--- src/rtl/serial_rx_pkg.sv ---
package serial_rx_pkg;

   typedef enum logic [1:0] {
      PAR_NORMAL = 2'b00,
      PAR_FORCED = 2'b01,
      PAR_NONE   = 2'b10,
      PAR_ADDR   = 2'b11
   } par_mode_e;

   typedef enum logic [2:0] {
      ST_IDLE,
      ST_START,
      ST_DATA,
      ST_PAR,
      ST_STOP,
      ST_BRKWAIT
   } rx_state_e;

   typedef struct packed {
      logic [7:0] data;
      logic       brk;
      logic       fe;
      logic       pe;
   } rx_entry_t;

endpackage

--- src/rtl/serial_rx_tick.sv ---
module serial_rx_tick #(
   parameter int DIV_W = 16
) (
   input  logic             clk,
   input  logic             rst_n,
   input  logic [DIV_W-1:0] div,
   output logic             tick
);
   logic [DIV_W-1:0] cnt;

   assign tick = (cnt >= div);

   always_ff @(posedge clk or negedge rst_n) begin
      if (!rst_n)    cnt <= '0;
      else if (tick) cnt <= '0;
      else           cnt <= cnt + 1'b1;
   end
endmodule

--- src/rtl/serial_rx_deframer.sv ---
module serial_rx_deframer
   import serial_rx_pkg::*;
#(
   parameter int OVS = 16
) (
   input  logic       clk,
   input  logic       rst_n,
   input  logic       tick,
   input  logic       rxd,
   input  logic [1:0] char_len,
   input  logic [1:0] par_mode,
   input  logic       par_sel,
   output logic       done,
   output rx_entry_t  entry
);
   localparam int CW = $clog2(OVS);
   localparam logic [CW-1:0] LAST_OS = CW'(OVS - 1);
   localparam logic [CW-1:0] MID_OS  = CW'(OVS / 2 - 1);

   rx_state_e   state;
   logic [CW-1:0] os_cnt;
   logic [CW-1:0] hi_cnt;
   logic [2:0]  idx;
   logic [7:0]  shreg;
   logic        par_bit;
   logic        par_en;
   logic [2:0]  last_idx;
   rx_entry_t   nxt;

   assign par_en   = (par_mode != PAR_NONE);
   assign last_idx = 3'd4 + {1'b0, char_len};

   // Status of the frame as seen at the stop-bit sample point.
   always_comb begin
      nxt.data = shreg;
      nxt.fe   = !rxd;
      nxt.brk  = !rxd && (shreg == 8'h00) && !(par_en && par_bit);
      unique case (par_mode)
         PAR_NORMAL: nxt.pe = par_bit ^ (^shreg) ^ par_sel;
         PAR_FORCED: nxt.pe = par_bit ^ par_sel;
         PAR_ADDR:   nxt.pe = par_bit;
         default:    nxt.pe = 1'b0;
      endcase
   end

   always_ff @(posedge clk or negedge rst_n) begin
      if (!rst_n) begin
         state   <= ST_IDLE;
         os_cnt  <= '0;
         hi_cnt  <= '0;
         idx     <= '0;
         shreg   <= '0;
         par_bit <= 1'b0;
         done    <= 1'b0;
         entry   <= '0;
      end else begin
         done <= 1'b0;
         if (tick) begin
            unique case (state)
               ST_IDLE: if (!rxd) begin
                  state  <= ST_START;
                  os_cnt <= '0;
               end
               ST_START: if (os_cnt == MID_OS) begin
                  os_cnt <= '0;
                  if (rxd) state <= ST_IDLE;
                  else begin
                     state   <= ST_DATA;
                     idx     <= '0;
                     shreg   <= '0;
                     par_bit <= 1'b0;
                  end
               end else os_cnt <= os_cnt + 1'b1;
               ST_DATA: if (os_cnt == LAST_OS) begin
                  os_cnt     <= '0;
                  shreg[idx] <= rxd;
                  if (idx == last_idx) state <= par_en ? ST_PAR : ST_STOP;
                  else                 idx   <= idx + 1'b1;
               end else os_cnt <= os_cnt + 1'b1;
               ST_PAR: if (os_cnt == LAST_OS) begin
                  os_cnt  <= '0;
                  par_bit <= rxd;
                  state   <= ST_STOP;
               end else os_cnt <= os_cnt + 1'b1;
               ST_STOP: if (os_cnt == LAST_OS) begin
                  os_cnt <= '0;
                  done   <= 1'b1;
                  entry  <= nxt;
                  hi_cnt <= '0;
                  state  <= nxt.brk ? ST_BRKWAIT : ST_IDLE;
               end else os_cnt <= os_cnt + 1'b1;
               ST_BRKWAIT: if (!rxd)            hi_cnt <= '0;
                           else if (hi_cnt == MID_OS) state <= ST_IDLE;
                           else                 hi_cnt <= hi_cnt + 1'b1;
               default: state <= ST_IDLE;
            endcase
         end
      end
   end
endmodule

--- src/rtl/serial_rx_fifo.sv ---
module serial_rx_fifo
   import serial_rx_pkg::*;
#(
   parameter int DEPTH = 4
) (
   input  logic      clk,
   input  logic      rst_n,
   input  logic      push,
   input  rx_entry_t wdata,
   input  logic      pop,
   output rx_entry_t rdata,
   output logic      empty,
   output logic      full
);
   localparam int PW = (DEPTH > 1) ? $clog2(DEPTH) : 1;
   localparam int NW = $clog2(DEPTH + 1);
   localparam bit POW2 = ((1 << PW) == DEPTH);

   rx_entry_t      mem [DEPTH];
   logic [PW-1:0]  wr_ptr, rd_ptr, wr_nxt, rd_nxt;
   logic [NW-1:0]  count;
   logic           do_push, do_pop;

   assign empty   = (count == '0);
   assign full    = (count == NW'(DEPTH));
   assign do_push = push && !full;
   assign do_pop  = pop && !empty;
   assign rdata   = mem[rd_ptr];

   generate
      if (POW2) begin : g_wrap_free
         assign wr_nxt = wr_ptr + 1'b1;
         assign rd_nxt = rd_ptr + 1'b1;
      end else begin : g_wrap_cmp
         assign wr_nxt = (wr_ptr == PW'(DEPTH - 1)) ? '0 : wr_ptr + 1'b1;
         assign rd_nxt = (rd_ptr == PW'(DEPTH - 1)) ? '0 : rd_ptr + 1'b1;
      end
   endgenerate

   always_ff @(posedge clk or negedge rst_n) begin
      if (!rst_n) begin
         wr_ptr <= '0;
         rd_ptr <= '0;
         count  <= '0;
         for (int i = 0; i < DEPTH; i++) mem[i] <= '0;
      end else begin
         if (do_push) begin
            mem[wr_ptr] <= wdata;
            wr_ptr      <= wr_nxt;
         end
         if (do_pop) rd_ptr <= rd_nxt;
         if (do_push && !do_pop)      count <= count + 1'b1;
         else if (do_pop && !do_push) count <= count - 1'b1;
      end
   end
endmodule

--- src/rtl/serial_rx_status.sv ---
module serial_rx_status
   import serial_rx_pkg::*;
#(
   parameter int DIV_W       = 16,
   parameter int OVS         = 16,
   parameter int FIFO_DEPTH  = 4,
   parameter int SYNC_STAGES = 2
) (
   input  logic             clk,
   input  logic             rst_n,
   input  logic             rxd,
   input  logic [DIV_W-1:0] baud_div,
   input  logic [1:0]       char_len,
   input  logic [1:0]       par_mode,
   input  logic             par_sel,
   input  logic             pop,
   input  logic             clr_err,
   output logic             rx_ready,
   output logic [7:0]       rx_data,
   output logic             rx_break,
   output logic             rx_frame_err,
   output logic             rx_parity_err,
   output logic             overrun
);
   generate
      if (FIFO_DEPTH < 2) begin : g_bad_depth
         $error("FIFO_DEPTH must be at least 2");
      end
      if (OVS < 4 || (OVS % 2) != 0) begin : g_bad_ovs
         $error("OVS must be even and at least 4");
      end
      if (SYNC_STAGES < 0) begin : g_bad_sync
         $error("SYNC_STAGES must not be negative");
      end
   endgenerate

   logic      rxd_s;
   logic      tick;
   logic      frm_done;
   rx_entry_t frm_entry;
   rx_entry_t hold, head, wdata;
   logic      hold_valid;
   logic      push, fifo_empty, fifo_full;

   generate
      if (SYNC_STAGES == 0) begin : g_nosync
         assign rxd_s = rxd;
      end else begin : g_sync
         logic [SYNC_STAGES-1:0] sync_q;
         always_ff @(posedge clk or negedge rst_n) begin
            if (!rst_n) sync_q <= '1;
            else        sync_q <= {sync_q[SYNC_STAGES-2:0], rxd};
         end
         assign rxd_s = sync_q[SYNC_STAGES-1];
      end
   endgenerate

   serial_rx_tick #(.DIV_W(DIV_W)) u_tick (
      .clk(clk), .rst_n(rst_n), .div(baud_div), .tick(tick)
   );

   serial_rx_deframer #(.OVS(OVS)) u_deframe (
      .clk(clk), .rst_n(rst_n), .tick(tick), .rxd(rxd_s),
      .char_len(char_len), .par_mode(par_mode), .par_sel(par_sel),
      .done(frm_done), .entry(frm_entry)
   );

   // The held character drains first; a fresh one goes straight in only
   // when nothing is waiting and there is room.
   always_comb begin
      push  = 1'b0;
      wdata = frm_entry;
      if (hold_valid && !fifo_full) begin
         push  = 1'b1;
         wdata = hold;
      end else if (frm_done && !hold_valid && !fifo_full) begin
         push  = 1'b1;
      end
   end

   always_ff @(posedge clk or negedge rst_n) begin
      if (!rst_n) begin
         hold       <= '0;
         hold_valid <= 1'b0;
         overrun    <= 1'b0;
      end else begin
         if (frm_done && (hold_valid || fifo_full)) begin
            hold       <= frm_entry;
            hold_valid <= 1'b1;
         end else if (hold_valid && !fifo_full) begin
            hold_valid <= 1'b0;
         end
         if (frm_done && hold_valid && fifo_full) overrun <= 1'b1;
         else if (clr_err)                        overrun <= 1'b0;
      end
   end

   serial_rx_fifo #(.DEPTH(FIFO_DEPTH)) u_fifo (
      .clk(clk), .rst_n(rst_n), .push(push), .wdata(wdata), .pop(pop),
      .rdata(head), .empty(fifo_empty), .full(fifo_full)
   );

   assign rx_ready      = !fifo_empty;
   assign rx_data       = head.data;
   assign rx_break      = head.brk;
   assign rx_frame_err  = head.fe;
   assign rx_parity_err = head.pe;
endmodule

--- config.mk ---
export PLATFORM = sky130hd
export DESIGN_NAME = serial_rx_status
export DESIGN_NICKNAME = d
export VERILOG_FILES = /design/src/rtl/serial_rx_pkg.sv /design/src/rtl/serial_rx_tick.sv /design/src/rtl/serial_rx_deframer.sv /design/src/rtl/serial_rx_fifo.sv /design/src/rtl/serial_rx_status.sv
export SDC_FILE = /design/constraint.sdc
export NUM_CORES = 1
export LEC_CHECK = 0
export BUFFER_PORTS_ARGS = -buffer_cell sky130_fd_sc_hd__buf_2
export CORE_MARGIN = 2
export CORE_UTILIZATION = 60
export CTS_CLUSTER_DIAMETER = 100
export DETAILED_ROUTE_END_ITERATION = 6
export PLACE_DENSITY = 0.79
export SLEW_MARGIN = 0
export SYNTH_ARGS = -nofsm -noshare
export SYNTH_HDL_FRONTEND = slang
export SYNTH_SLANG_ARGS = --single-unit
export TNS_END_PERCENT = 30
--- constraint.sdc ---
create_clock -name clk -period 3.3 [get_ports clk]
set_input_delay 0.66 -clock clk [delete_from_list [all_inputs] [get_ports clk]]
set_output_delay 0.66 -clock clk [all_outputs]
set_load 0.1 [all_outputs]
[Word level (Yosys, flattened, before mapping)]
Index checks and enable logic that the tools add are counted.
Cells by class
  add/subtract/negate cells: 9
  order comparisons: 6
  eq/ne operators: 24
  multiplexer cells: 56
  bitwise operators: 5
  reduce and logical (&&, ||, !) cells: 43
Operators with widths (count)
  2-to-1 mux 3 bit: 16
  bitwise mux 44 bit: 1
  2-to-1 mux 11 bit: 4
  2-to-1 mux 4 bit: 6
  2-to-1 mux 8 bit: 3
  binary-select mux 11 bit (select 2 bit): 1
  demux 11 bit (select 2 bit): 1
  one-hot mux 3 bit (6 select lines): 1
  adder 16 x 1 -> 16 bit (second input constant): 1
  greater-or-equal comparator 16 bit: 1
  2-to-1 mux 16 bit: 1
  one-hot mux 8 bit (2 select lines): 1
  logical AND 1 bit: 15
  2-to-1 mux 1 bit: 13
  inequality test 2 x 1 -> 1 bit (second input constant): 6
  one-hot mux 4 bit (3 select lines): 1
  nonzero test 2 bit: 6
  inequality test 2 bit (second input constant): 5
  AND reduction 5 bit: 2
  equality test 3 bit (second input constant): 3
  AND reduction 9 bit: 1
  adder 4 x 1 -> 4 bit (second input constant): 2
  bitwise mux 8 bit: 1
  equality test 4 x 3 -> 1 bit (second input constant): 2
  other kinds (34): 49
Word-level totals
  register bits: 117
  output and inout bits: 13
  word-level logic and storage cells: 181

[Logic depth before layout (Yosys ltp)]
Gate-level depths: netlist of the first run.
  word-level depth: 10
  mapped depth: 10

[Hierarchy]
From an unflattened synthesis of the first run, not the netlist that was laid out.
Unflattened totals
  cells, all modules: 546
  area, all modules: 6432.4 µm²
By module, submodules not included
  serial_rx_fifo: times used 1, cells each 143, area an instance 2322.2 µm²
  serial_rx_deframer: times used 1, cells each 224, area an instance 2157.1 µm²
  serial_rx_tick: times used 1, cells each 130, area an instance 1263.7 µm²
  serial_rx_status: times used 1, cells each 49, area an instance 689.4 µm²

[Least setup slack after synthesis of the first run]
OpenSTA, ideal clock, no wires.
  kind: flip-flop to flip-flop
  from: register u_fifo.count[0]
  to: register u_fifo.count[2]
  data arrival time: 2.513 ns
  data required time: 3.221 ns
  slack: 0.708 ns
  cell stages (with the launch flop): 9
  clock period less this slack: 2.592 ns
  path through: dfrtp_1 -> or3_1 -> nand2_1 -> ha_1 -> inv_1 -> fa_1 -> xor2_1 -> nor2_1 -> xor2_1
Between the ends
  elaborated cells between the ends (all ways): 19
  classes of those cells: add/sub (2); eq/ne (1); mux (4); reduce/logical (12)
RTL lines
  from (decl): RTL line serial_rx_fifo.sv:21  | logic [NW-1:0] count;
  from (signal assigned): RTL line serial_rx_fifo.sv:52  | if (do_push && !do_pop) count <= count + 1'b1;
  from (signal assigned): RTL line serial_rx_fifo.sv:53  | else if (do_pop && !do_push) count <= count - 1'b1;
  zero test 3 bit (*): RTL line serial_rx_fifo.sv:24  | assign empty = (count == '0);
  zero test 1 bit (*)
  net rx_ready: RTL line serial_rx_status.sv:18  | output logic rx_ready,
  logical AND 1 bit (*): RTL line serial_rx_fifo.sv:27  | assign do_pop = pop && !empty;
  zero test 1 bit: RTL line serial_rx_fifo.sv:52
  logical AND 1 bit: RTL line serial_rx_fifo.sv:52
  2-to-1 mux 3 bit / nonzero test 2 bit (equally long branches)
Mark *: on every way through the listed nets, which the timed path passes. The rest lies on a longest branch. The select of a mux whose other input is x is not followed.
A chain may end at the register's enable or synchronous reset.

[Final worst setup path of the first run]
  from: register u_fifo.rd_ptr[0]
  to: output port rx_data[0]
Between the ends
  word-level cells in the longest chain between the ends: 4
RTL lines
  from (decl): RTL line serial_rx_fifo.sv:20  | logic [PW-1:0] wr_ptr, rd_ptr, wr_nxt, rd_nxt;
  from (signal assigned): RTL line serial_rx_fifo.sv:51  | if (do_pop) rd_ptr <= rd_nxt;
  NOT 2 -> 3 bit (not written as such): RTL line serial_rx_fifo.sv:28  | assign rdata = mem[rd_ptr];
  binary-select mux 11 bit (select 2 bit): RTL line serial_rx_fifo.sv:28
  2-to-1 mux 11 bit (not written as such) (2 in series): RTL line serial_rx_fifo.sv:28
  to (decl): RTL line serial_rx_status.sv:19  | output logic [7:0] rx_data,
No other way between the ends. The select of a mux whose other input is x is not followed.

==> results of run 1 <==
==> worst max-delay path by stage <==
stage | startpoint | slack [ns] | to | cells past startpoint
after floorplan | u_fifo.count[0]$_DFFE_PN0P_ | 0.71 | u_fifo.count[2]$_DFFE_PN0P_ | 8
after global placement | baud_div[11] | 0.39 | u_deframe.entry[6]$_DFFE_PN0P_ | 9
after detailed placement | baud_div[11] | 0.27 | u_deframe.entry[6]$_DFFE_PN0P_ | 9
after CTS | u_fifo.rd_ptr[0]$_DFFE_PN0P_ | 0.35 | rx_data[7] | 2
after global routing | u_fifo.rd_ptr[0]$_DFFE_PN0P_ | 0.25 | rx_data[4] | 2
final | u_fifo.rd_ptr[0]$_DFFE_PN0P_ | 0.38 | rx_data[0] | 2
==> registers in the layout (all words and copies together) (netlist names) <==
| signal | flops |
|---|---|
| u_deframe.done | 1 |
| u_deframe.hi_cnt | 4 |
| u_deframe.idx | 3 |
| u_tick.cnt | 16 |
| u_fifo.rd_ptr | 2 |
| u_deframe.state | 3 |
| u_deframe.entry | 11 |
| g_sync.sync_q | 2 |
| hold_valid | 1 |
| u_fifo.count | 3 |
| overrun | 1 |
| u_deframe.shreg | 8 |
| u_fifo.mem | 44 |
| hold | 11 |
| u_fifo.wr_ptr | 2 |
| u_deframe.par_bit | 1 |
| u_deframe.os_cnt | 4 |
==> kinds of logic (layout without fill, tap and decap cells) <==
family          count (synthesis)  count (layout)  share of synthesized area
simple gates                  173             173                      0.135
mux                            48              48                      0.111
compound gates                122             122                      0.123
xor+xnor                       26              26                     0.0375
buf+inv                        68             117                     0.0448
fa+ha+maj                      31              31                     0.0648
flops                         117             117                      0.483
==> cells in the final DEF, fill, tap and decap left out, drive strengths merged, types with 2 or more instances in the layout <==
cell | synthesis | layout
nor3 | 8 | 8
a211oi | 2 | 2
nor2 | 37 | 37
o21bai | 2 | 2
xnor2 | 14 | 14
o211ai | 2 | 2
and3 | 8 | 8
nand2b | 6 | 6
a32o | 2 | 2
nand4 | 8 | 8
o41ai | 12 | 12
mux2i | 15 | 15
clkinvlp | 0 | 2
and2 | 4 | 4
a32oi | 2 | 2
ha | 29 | 29
a21oi | 17 | 17
a31oi | 8 | 8
or3 | 3 | 3
o21ai | 65 | 65
mux2 | 22 | 22
inv | 41 | 41
or4 | 2 | 2
clkbuf | 18 | 18
nor2b | 4 | 4
buf | 9 | 44
xor2 | 12 | 12
dfstp | 2 | 2
nand2 | 71 | 71
dfrtp | 115 | 115
clkinv | 0 | 9
bufinv | 0 | 3
mux4 | 11 | 11
nand3 | 18 | 18
==> Yosys cell counts (2+ instances only) <==
library cell / instances
buf_2: 4
nand4_1: 8
dfstp_2: 2
o41ai_1: 12
xor2_1: 12
o211ai_1: 2
a211oi_1: 2
mux2_4: 8
nor3_1: 6
and3_1: 8
nand2b_1: 5
a21oi_1: 17
or3_1: 2
mux2_2: 11
nor2_1: 37
xnor2_1: 14
nand2_1: 71
mux2_1: 3
nor2b_1: 4
a31oi_1: 8
buf_1: 3
inv_1: 41
and2_1: 3
mux4_2: 11
o21ai_1: 18
dfrtp_1: 115
a32oi_1: 2
a32o_1: 2
o21ai_0: 47
clkbuf_1: 18
ha_1: 29
nand3_1: 18
mux2i_1: 15
nor3_4: 2
==> stage by stage <==
stage | cells | total power, W | hold WS [ns] | setup slack (ns)
finish | 767 | 0.00413 | 0.243 | 0.381
global route | 767 | 0.00433 | 0.220 | 0.248
CTS | 767 | 0.00415 | 0.227 | 0.346
detailed placement | 735 | 0.00237 | 0.347 | 0.270
global placement | 735 | 0.00234 | 0.355 | 0.386
floorplan | 585 | 0.00217 | 0.345 | 0.708
==> layout make-up <==
class	instances	share of cell area
Tap cell	133	0.0240
Timing Repair Buffer	44	0.0360
Inverter	41	0.0222
Multi-Input combinational cell	400	0.413
Clock buffer	18	0.0602
Clock inverter	14	0.0232
Sequential cell	117	0.422
==> power breakdown <==
group	total [W]	leakage, nW	switching (W)	internal, W
logic	0.000584	1.45	0.000305	0.000279
registers	0.00176	1.57	0.000210	0.00155
clock network	0.00178	0.284	0.000640	0.00114
total	0.00413	3.30	0.00116	0.00297
==> routing by layer <==
layer  GRT usage  vias up
li1            -     2134
met1       0.315     2190
met2       0.395      120
met3      0.0667       19
met4      0.0859        0
met5           0        -
==> worst max-delay path, stage by stage, from the launching register on <==
cell     delay (ns)
dfrtp_1        0.82
mux4_2         0.61
buf_2          0.31
==> run summary, run 1 <==
fin area - 0.00695 sq mm
Total Routing Usage GR - 0.243
Clock Tree Buf Depth - 2
R2R Setup Slk - 0.61 ns
# H-tree levels - 4
std cell rows - 36
R2R depth - 7
outcome - completed
Peak supply drop - 399 uV
Setup Viol. Count Final - 0
final wirelength - 12.3 mm
clk sinks - 117
register area - 0.00293 sq mm
Post-CTS Hold Buffers - 0
TritonCTS clock tree - built
chip width - 105 microns
Synth Warn # - 0
worst-path maximum fanout - 12
Initial Util - 0.621
worst hold path class - primary input to flop
syn_nets - 641
clk_skew - 0.00664 ns
setup TNS - 0 ns
R2R Path Start - u_tick.cnt[11]$_DFF_PN0_
Power Density - 594 mW/mm^2
met3 WL - 555 microns
Critical Path AT - 2.26 ns
Crit Path Class - flop to primary output
total global routing overflow - 0
hold path startpoint - rxd
share of synthesized flip-flops with an asynchronous set or reset - 1.00
leading area contributor after synthesis - dfrtp_1
Yosys reg bits - 117
NumNets Final - 677
leakage - 3.30 nW
# resized after CTS - 0
hold worst-path end - g_sync.sync_q[0]$_DFF_PN1_
share of the synthesized area in the top cell type - 0.474
Root Buffer - clkbuf_8
number of detailed-route iterations in the first pass - 7
Util after Layout - 0.711
ranking of synthesized cells by area - dfrtp_1 47%, ha_1 6.0%, nand2_1 4.4%
pin count of the biggest net entering global routing - 70
via count - 4,463
worst skew pair latency - 0.51 ns
Layout area overhead - 14.5%
met1 WL - 5.51 mm
number of synthesized flops with an enable pin - 0
global-route wire length before repair - 21.3 mm
max-slew violation count - 0
syn avg cell area - 10.4 sq um
vias in the first global route - 4,495
die area - 0.0109 sq mm
IO buf count - 38
Vias/cell - 5.82
post-CTS setup buffer count - 0
CTS buffer count - 17
IO Count - 39
max layer used - met4
Cell variety after synth - 59
startpoint types - flop
Max Fclk - 343 MHz
multi-input logic area - 0.00287 sq mm
initial antenna violation count - 0
Tightest Pin Transition - 0.848 ns
WL met2 - 6.08 mm
Tmin final - 2.92 ns
CP required - 2.64 ns
relative slew slack - 0.434
Critical Path End Type - primary output
ANT cells - 0
hpwl dp - 8.01 mm
RSZ-0062 raised after global routing - false
drt wl/cell - 16.0 microns
core region area - 0.00977 sq mm
ratio of final minimum period to clock period - 0.885
hold path cells - 1
Cell Area, Placed - 0.00637 sq mm
Fill cells - 703
dominant synthesized flop cell - dfrtp_1
Post-Synthesis Cell Area - 0.00607 sq mm
FF-to-FF End - u_deframe.entry[6]$_DFFE_PN0P_
clock transition at the registers of the reported paths - 0.06 ns
share of layout cells above drive strength 1 - 0.180
post-synthesis sequential area ratio - 0.483
# DRC - 0
Hold Vio Cnt, Final - 0
Die H - 105 microns
Syn Inst Count - 585
Final ANT Viol Nets - 0
gp weighted congestion - 0.889
Detailed Route Iter0 Violations - 241
Max Cap Viol - 0
Power figures use the tool's default switching activity.
==> inputs of run 2 (changes only) <==
--- a/config.mk
+++ b/config.mk
@@ -10,7 +10,7 @@
 export CORE_UTILIZATION = 60
 export CTS_CLUSTER_DIAMETER = 100
 export DETAILED_ROUTE_END_ITERATION = 6
-export PLACE_DENSITY = 0.79
+export PLACE_DENSITY = 0.78
 export SLEW_MARGIN = 0
 export SYNTH_ARGS = -nofsm -noshare
 export SYNTH_HDL_FRONTEND = slang
==> run 2 against run 1 <==
- critical path depth is the same
- die area is the same
- clock skew grew 0.0025 ns
- via count grew 0.49%
- first-iteration DRC count shrank 10%
- core utilization grew 0.44 points
- critical path type unchanged
- critical endpoint unchanged
- largest power group unchanged
==> run summary, run 2 (same netlist as run 1, synthesis figures left out) <==
CP required - 2.64 ns (about the same)
Post-CTS Hold Buffers - 0 (unchanged)
max-slew violation count - 0 (unchanged)
drt wl/cell - 16.0 microns (-0.11%)
pin count of the biggest net entering global routing - 56 (-20%)
Psw - 0.00113 W (-2.6%)
chip width - 105 microns (unchanged)
FF-to-FF End - u_deframe.entry[6]$_DFFE_PN0P_
IO Count - 39 (unchanged)
Max Fclk - 342 MHz (about the same)
NumNets Final - 678 (+0.15%)
Die H - 105 microns (unchanged)
Max Cap Viol - 0 (unchanged)
R2R depth - 7 (unchanged)
power share of the sequential group - 0.416 (-0.011)
Final ANT Viol Nets - 0 (unchanged)
Power Density - 606 mW/mm^2 (+2.0%)
Peak supply drop - 379 uV (-5.2%)
Critical Path AT - 2.26 ns (about the same)
worst skew pair latency - 0.52 ns (about the same)
R2R Setup Slk - 0.60 ns (about the same)
Clk pwr share - 0.446 (+0.014)
std cell rows - 36 (unchanged)
final wirelength - 12.3 mm (-0.11%)
leakage - 3.31 nW (+0.34%)
Setup Viol. Count Final - 0 (unchanged)
outcome - completed
vias in the first global route - 4,505 (+0.22%)
top flop regs - u_fifo.mem x44, u_tick.cnt x16
Fill cells - 702 (-0.14%)
fin cells - 767 (unchanged)
R2R Path Start - u_tick.cnt[11]$_DFF_PN0_
Layout area overhead - 15.2%
# H-tree levels - 4 (unchanged)
clk_skew - 0.00914 ns (+0.00250 ns)
number of flip-flops under the largest register name - 44 (unchanged)
leading cell type in the layout, fill and taps excluded - dfrtp_1
CTS buffer count - 17 (unchanged)
post-CTS setup buffer count - 0 (unchanged)
clock transition at the registers of the reported paths - 0.05 ns (about the same)
relative slew slack - 0.495 (+0.0601)
Clock Tree Buf Depth - 2 (unchanged)
via count - 4,485 (+0.49%)
Comb pwr share - 0.138 (-0.004)
gp weighted congestion - 0.863 (-3.0%)
Crit Path Class - flop to primary output
total global routing overflow - 0 (unchanged)
Total Routing Usage GR - 0.243 (-0.000620)
# DRC - 0 (unchanged)
# placed instances - 736 (+0.14%)
most frequent cells in the layout - 115 x dfrtp_1, 71 x nand2_1, 47 x o21ai_0
Root Buffer - clkbuf_8
TritonCTS clock tree - built
Tightest Pin Transition - 0.756 ns (-0.0926 ns)
global-route wire length before repair - 21.2 mm (-0.16%)
ratio of final minimum period to clock period - 0.885 (about the same)
Pint - 0.00311 W (+4.7%)
# resized after CTS - 0 (unchanged)
IO buf count - 38 (unchanged)
worst-path maximum fanout - 12 (unchanged)
initial antenna violation count - 0 (unchanged)
Hold Vio Cnt, Final - 0 (unchanged)
Tmin final - 2.92 ns (+0.00108 ns)
Detailed Route Iter0 Violations - 216 (-10%)
Biggest register - u_fifo.mem
core region area - 0.00977 sq mm (unchanged)
ANT cells - 0 (unchanged)
fraction of power spent switching nets - 0.266 (-0.0142)
worst hold path class - primary input to async pin
setup TNS - 0 ns (unchanged)
number of detailed-route iterations in the first pass - 5 (-2)
RSZ-0062 raised after global routing - false
startpoint types - flop
Initial Util - 0.621 (unchanged)
share of layout cells above drive strength 1 - 0.177 (-0.00315)
Critical Path End Type - primary output
clk sinks - 117 (unchanged)
Vias/cell - 5.85 (+0.49%)
hpwl dp - 8.34 mm (+4.1%)
die area - 0.0109 sq mm (unchanged)
run 2: cell count changes in the layout (fill, tap and decap cells not counted), sizes merged:
cell | before | now
clkinv | 9 | 1
bufinv | 3 | 4
buf | 44 | 45
clkinvlp | 2 | 3
clkbuf | 18 | 23
run 2: worst max path at each step:
stage	endpoint	start
2_1_floorplan	u_fifo.count[2]$_DFFE_PN0P_	u_fifo.count[0]$_DFFE_PN0P_
3_3_place_gp	u_deframe.entry[7]$_DFFE_PN0P_	baud_div[11]
3_5_place_dp	u_deframe.entry[7]$_DFFE_PN0P_	baud_div[11]
4_1_cts	rx_data[0]	u_fifo.rd_ptr[0]$_DFFE_PN0P_
5_1_grt	rx_data[4]	u_fifo.rd_ptr[0]$_DFFE_PN0P_
6_report	rx_data[0]	u_fifo.rd_ptr[0]$_DFFE_PN0P_
run 2: cell type report:
class	instances	area, sq um	area share
Clock buffer	23	467	0.0668
Clock inverter	8	148	0.0211
Inverter	41	154	0.0220
Sequential cell	117	2930	0.419
Multi-Input combinational cell	400	2870	0.410
Tap cell	133	166	0.0238
Timing Repair Buffer	45	258	0.0369
run 2: per-stage QoR:
step	util	hold slack, ns	area [sq um]	setup slack, ns	total power [W]
5_1_grt	0.715	0.223	6990	0.302	0.00443
2_1_floorplan	-	0.345	6070	0.708	0.00217
3_5_place_dp	0.652	0.358	6370	0.322	0.00237
6_report	0.715	0.189	6990	0.379	0.00424
4_1_cts	0.715	0.215	6990	0.341	0.00427
3_3_place_gp	0.652	0.357	6370	0.402	0.00234
run 2: routing by layer:
layer	vias up	routed length, microns	track usage
li1	2133	-	-
met3	9	544	0.0618
met1	2219	5370	0.310
met4	0	68	0.0541
met2	124	6280	0.417
met5	-	0	0
run 2: power groups by stage:
stage          clock network (W)  registers, W  logic (W)
2_1_floorplan                  0       0.00168   0.000496
3_3_place_gp                   0       0.00178   0.000562
3_5_place_dp                   0       0.00178   0.000590
4_1_cts                  0.00192       0.00176   0.000593
5_1_grt                  0.00198       0.00178   0.000666
6_report                 0.00189       0.00176   0.000585
run 2: worst max-delay path, cell delays in order (launching register included):
cell and delay [ns]:
dfrtp_1 0.82, mux4_2 0.61, buf_2 0.31
==> inputs of run 3 (changes only) <==
--- a/config.mk
+++ b/config.mk
@@ -6,6 +6,7 @@
 export NUM_CORES = 1
 export LEC_CHECK = 0
 export BUFFER_PORTS_ARGS = -buffer_cell sky130_fd_sc_hd__buf_2
+export CORE_ASPECT_RATIO = 0.75
 export CORE_MARGIN = 2
 export CORE_UTILIZATION = 60
 export CTS_CLUSTER_DIAMETER = 100
==> run 3 against run 2 <==
- combinational power barely moved
- fmax increased by 4.2%
- first-iteration DRC count increased by 75%
- worst setup slack better by 0.12 ns
- core utilization increased by 0.39 points
- power up 1.2%
- worst hold slack improved by 0.11 ns
- final cell count down 0.13%
- via count rose by 0.31%
- largest cell class unchanged
- largest power group unchanged
- highest routed layer unchanged
==> run summary, run 3 (same netlist as run 1, synthesis figures left out) <==
clock transition at the registers of the reported paths - 0.06 ns (about the same)
Post-CTS Hold Buffers - 0 (unchanged)
ratio of final minimum period to clock period - 0.849 (-0.0355)
gp weighted congestion - 0.914 (+5.9%)
Final ANT Viol Nets - 0 (unchanged)
share of layout cells above drive strength 1 - 0.180 (+0.00315)
Initial Util - 0.623 (+0.00247)
RSZ-0062 raised after global routing - false
post-CTS setup buffer count - 0 (unchanged)
pin count of the biggest net entering global routing - 61 (+8.9%)
std cell rows - 31 (-14%)
fraction of power spent switching nets - 0.269 (+0.00355)
Peak supply drop - 398 uV (+5.0%)
via count - 4,499 (+0.31%)
CP required - 2.64 ns (about the same)
Max Fclk - 357 MHz (+4.2%)
max-slew violation count - 0 (unchanged)
Setup crit start - u_fifo.rd_ptr[0]$_DFFE_PN0P_
Max Cap Viol - 0 (unchanged)
Critical Path AT - 2.14 ns (-0.12 ns)
setup TNS - 0 ns (unchanged)
# resized after CTS - 0 (unchanged)
TritonCTS clock tree - built
relative slew slack - 0.512 (+0.0175)
leakage - 3.33 nW (+0.34%)
clk sinks - 117 (unchanged)
R2R Setup Slk - 0.60 ns (about the same)
chip width - 120 microns (+15%)
Psw - 0.00115 W (+2.6%)
number of flip-flops under the largest register name - 44 (unchanged)
Setup Viol. Count Final - 0 (unchanged)
clk_skew - 0.00601 ns (-0.00314 ns)
initial antenna violation count - 0 (unchanged)
NumNets Final - 677 (-0.15%)
pre-CTS setup slack - 0.276 ns (-0.0455 ns)
Layout area overhead - 15.3%
Vias/cell - 5.87 (+0.44%)
Root Buffer - clkbuf_16
Hold Vio Cnt, Final - 0 (unchanged)
total global routing overflow - 0 (unchanged)
drt wl/cell - 15.9 microns (-0.43%)
CTS buffer count - 17 (unchanged)
most frequent cells in the layout - 115 x dfrtp_1, 71 x nand2_1, 47 x o21ai_0
Final WS setup - 0.497 ns (+0.117 ns)
worst-path maximum fanout - 12 (unchanged)
Critical Path End Type - primary output
die area - 0.0109 sq mm (about the same)
vias in the first global route - 4,454 (-1.1%)
Detailed Route Iter0 Violations - 379 (+75%)
startpoint types - flop
worst hold path class - primary input to async pin
Clk pwr share - 0.454 (+0.008)
R2R Path Start - u_tick.cnt[10]$_DFF_PN0_
number of detailed-route iterations in the first pass - 4 (-1)
global-route wire length before repair - 21.3 mm (+0.23%)
Comb pwr share - 0.136 (-0.002)
FF-to-FF End - u_deframe.entry[6]$_DFFE_PN0P_
outcome - completed
Biggest register - u_fifo.mem
Crit Path Class - flop to primary output
R2R depth - 7 (unchanged)
Clock Tree Buf Depth - 2 (unchanged)
ANT cells - 0 (unchanged)
IO buf count - 38 (unchanged)
power share of the sequential group - 0.411 (-0.005)
worst skew pair latency - 0.41 ns (-0.11 ns)
Tightest Pin Transition - 0.732 ns (-0.0238 ns)
hpwl dp - 8.37 mm (+0.42%)
Power Density - 613 mW/mm^2 (+1.1%)
Tmin final - 2.80 ns (-0.117 ns)
# DRC - 0 (unchanged)
Die H - 91.1 microns (-13%)
Pint - 0.00313 W (+0.74%)
leading cell type in the layout, fill and taps excluded - dfrtp_1
IO Count - 39 (unchanged)
Setup crit end - rx_data[2]
final wirelength - 12.2 mm (-0.56%)
Total Routing Usage GR - 0.248 (+0.00520)
top flop regs - u_fifo.mem x44, u_tick.cnt x16
# H-tree levels - 4 (unchanged)
core region area - 0.00974 sq mm (-0.40%)
==> run 3: layout make-up <==
type	count	area [sq um]
Tap cell	132	165
Inverter	41	154
Sequential cell	117	2930
Multi-Input combinational cell	400	2870
Clock buffer	20	457
Clock inverter	12	176
Timing Repair Buffer	44	250
Fill cell	680	2740
==> run 3: how the worst min path moves through the flow <==
stage	from	endpoint	slack [ns]	cells past startpoint
global route	rxd	g_sync.sync_q[0]$_DFF_PN1_	0.33	1
floorplan	g_sync.sync_q[0]$_DFF_PN1_	g_sync.sync_q[1]$_DFF_PN1_	0.35	0
detailed placement	g_sync.sync_q[0]$_DFF_PN1_	g_sync.sync_q[1]$_DFF_PN1_	0.35	0
finish	rst_n	u_fifo.mem[21]$_DFFE_PN0P_	0.30	1
CTS	rst_n	u_fifo.mem[21]$_DFFE_PN0P_	0.32	1
global placement	g_sync.sync_q[0]$_DFF_PN1_	g_sync.sync_q[1]$_DFF_PN1_	0.35	0
==> run 3: critical path: stages (launching register included) <==
cell     delay, ns
dfrtp_1       0.81
mux4_2        0.60
buf_2         0.31
==> run 3: metrics by stage <==
| stage | hold WS, ns | cells | cell area (sq um) | util | total power [W] |
|---|---|---|---|---|---|
| final | 0.301 | 766 | 7000 | 0.719 | 0.00429 |
| after global routing | 0.331 | 766 | 7000 | 0.719 | 0.00449 |
| after CTS | 0.320 | 766 | 7000 | 0.719 | 0.00432 |
| after detailed placement | 0.350 | 734 | 6360 | 0.654 | 0.00237 |
| after global placement | 0.348 | 734 | 6360 | 0.654 | 0.00234 |
| after floorplan | 0.345 | 585 | 6070 | - | 0.00217 |
==> run 3: routing by layer <==
metal | GRT usage | part of all wire | wire, microns
met5 | 0 | 0 | 0
met3 | 0.0634 | 0.049 | 597
met2 | 0.385 | 0.47 | 5750
met1 | 0.338 | 0.46 | 5650
met4 | 0.0912 | 0.016 | 197
==> run 3: power by group through the flow <==
stage                     logic [W]  registers, W  clock network, W
after floorplan            0.000496       0.00168                 0
after global placement     0.000559       0.00178                 0
after detailed placement   0.000584       0.00178                 0
after CTS                  0.000588       0.00176           0.00197
after global routing       0.000660       0.00179           0.00204
final                      0.000582       0.00176           0.00195
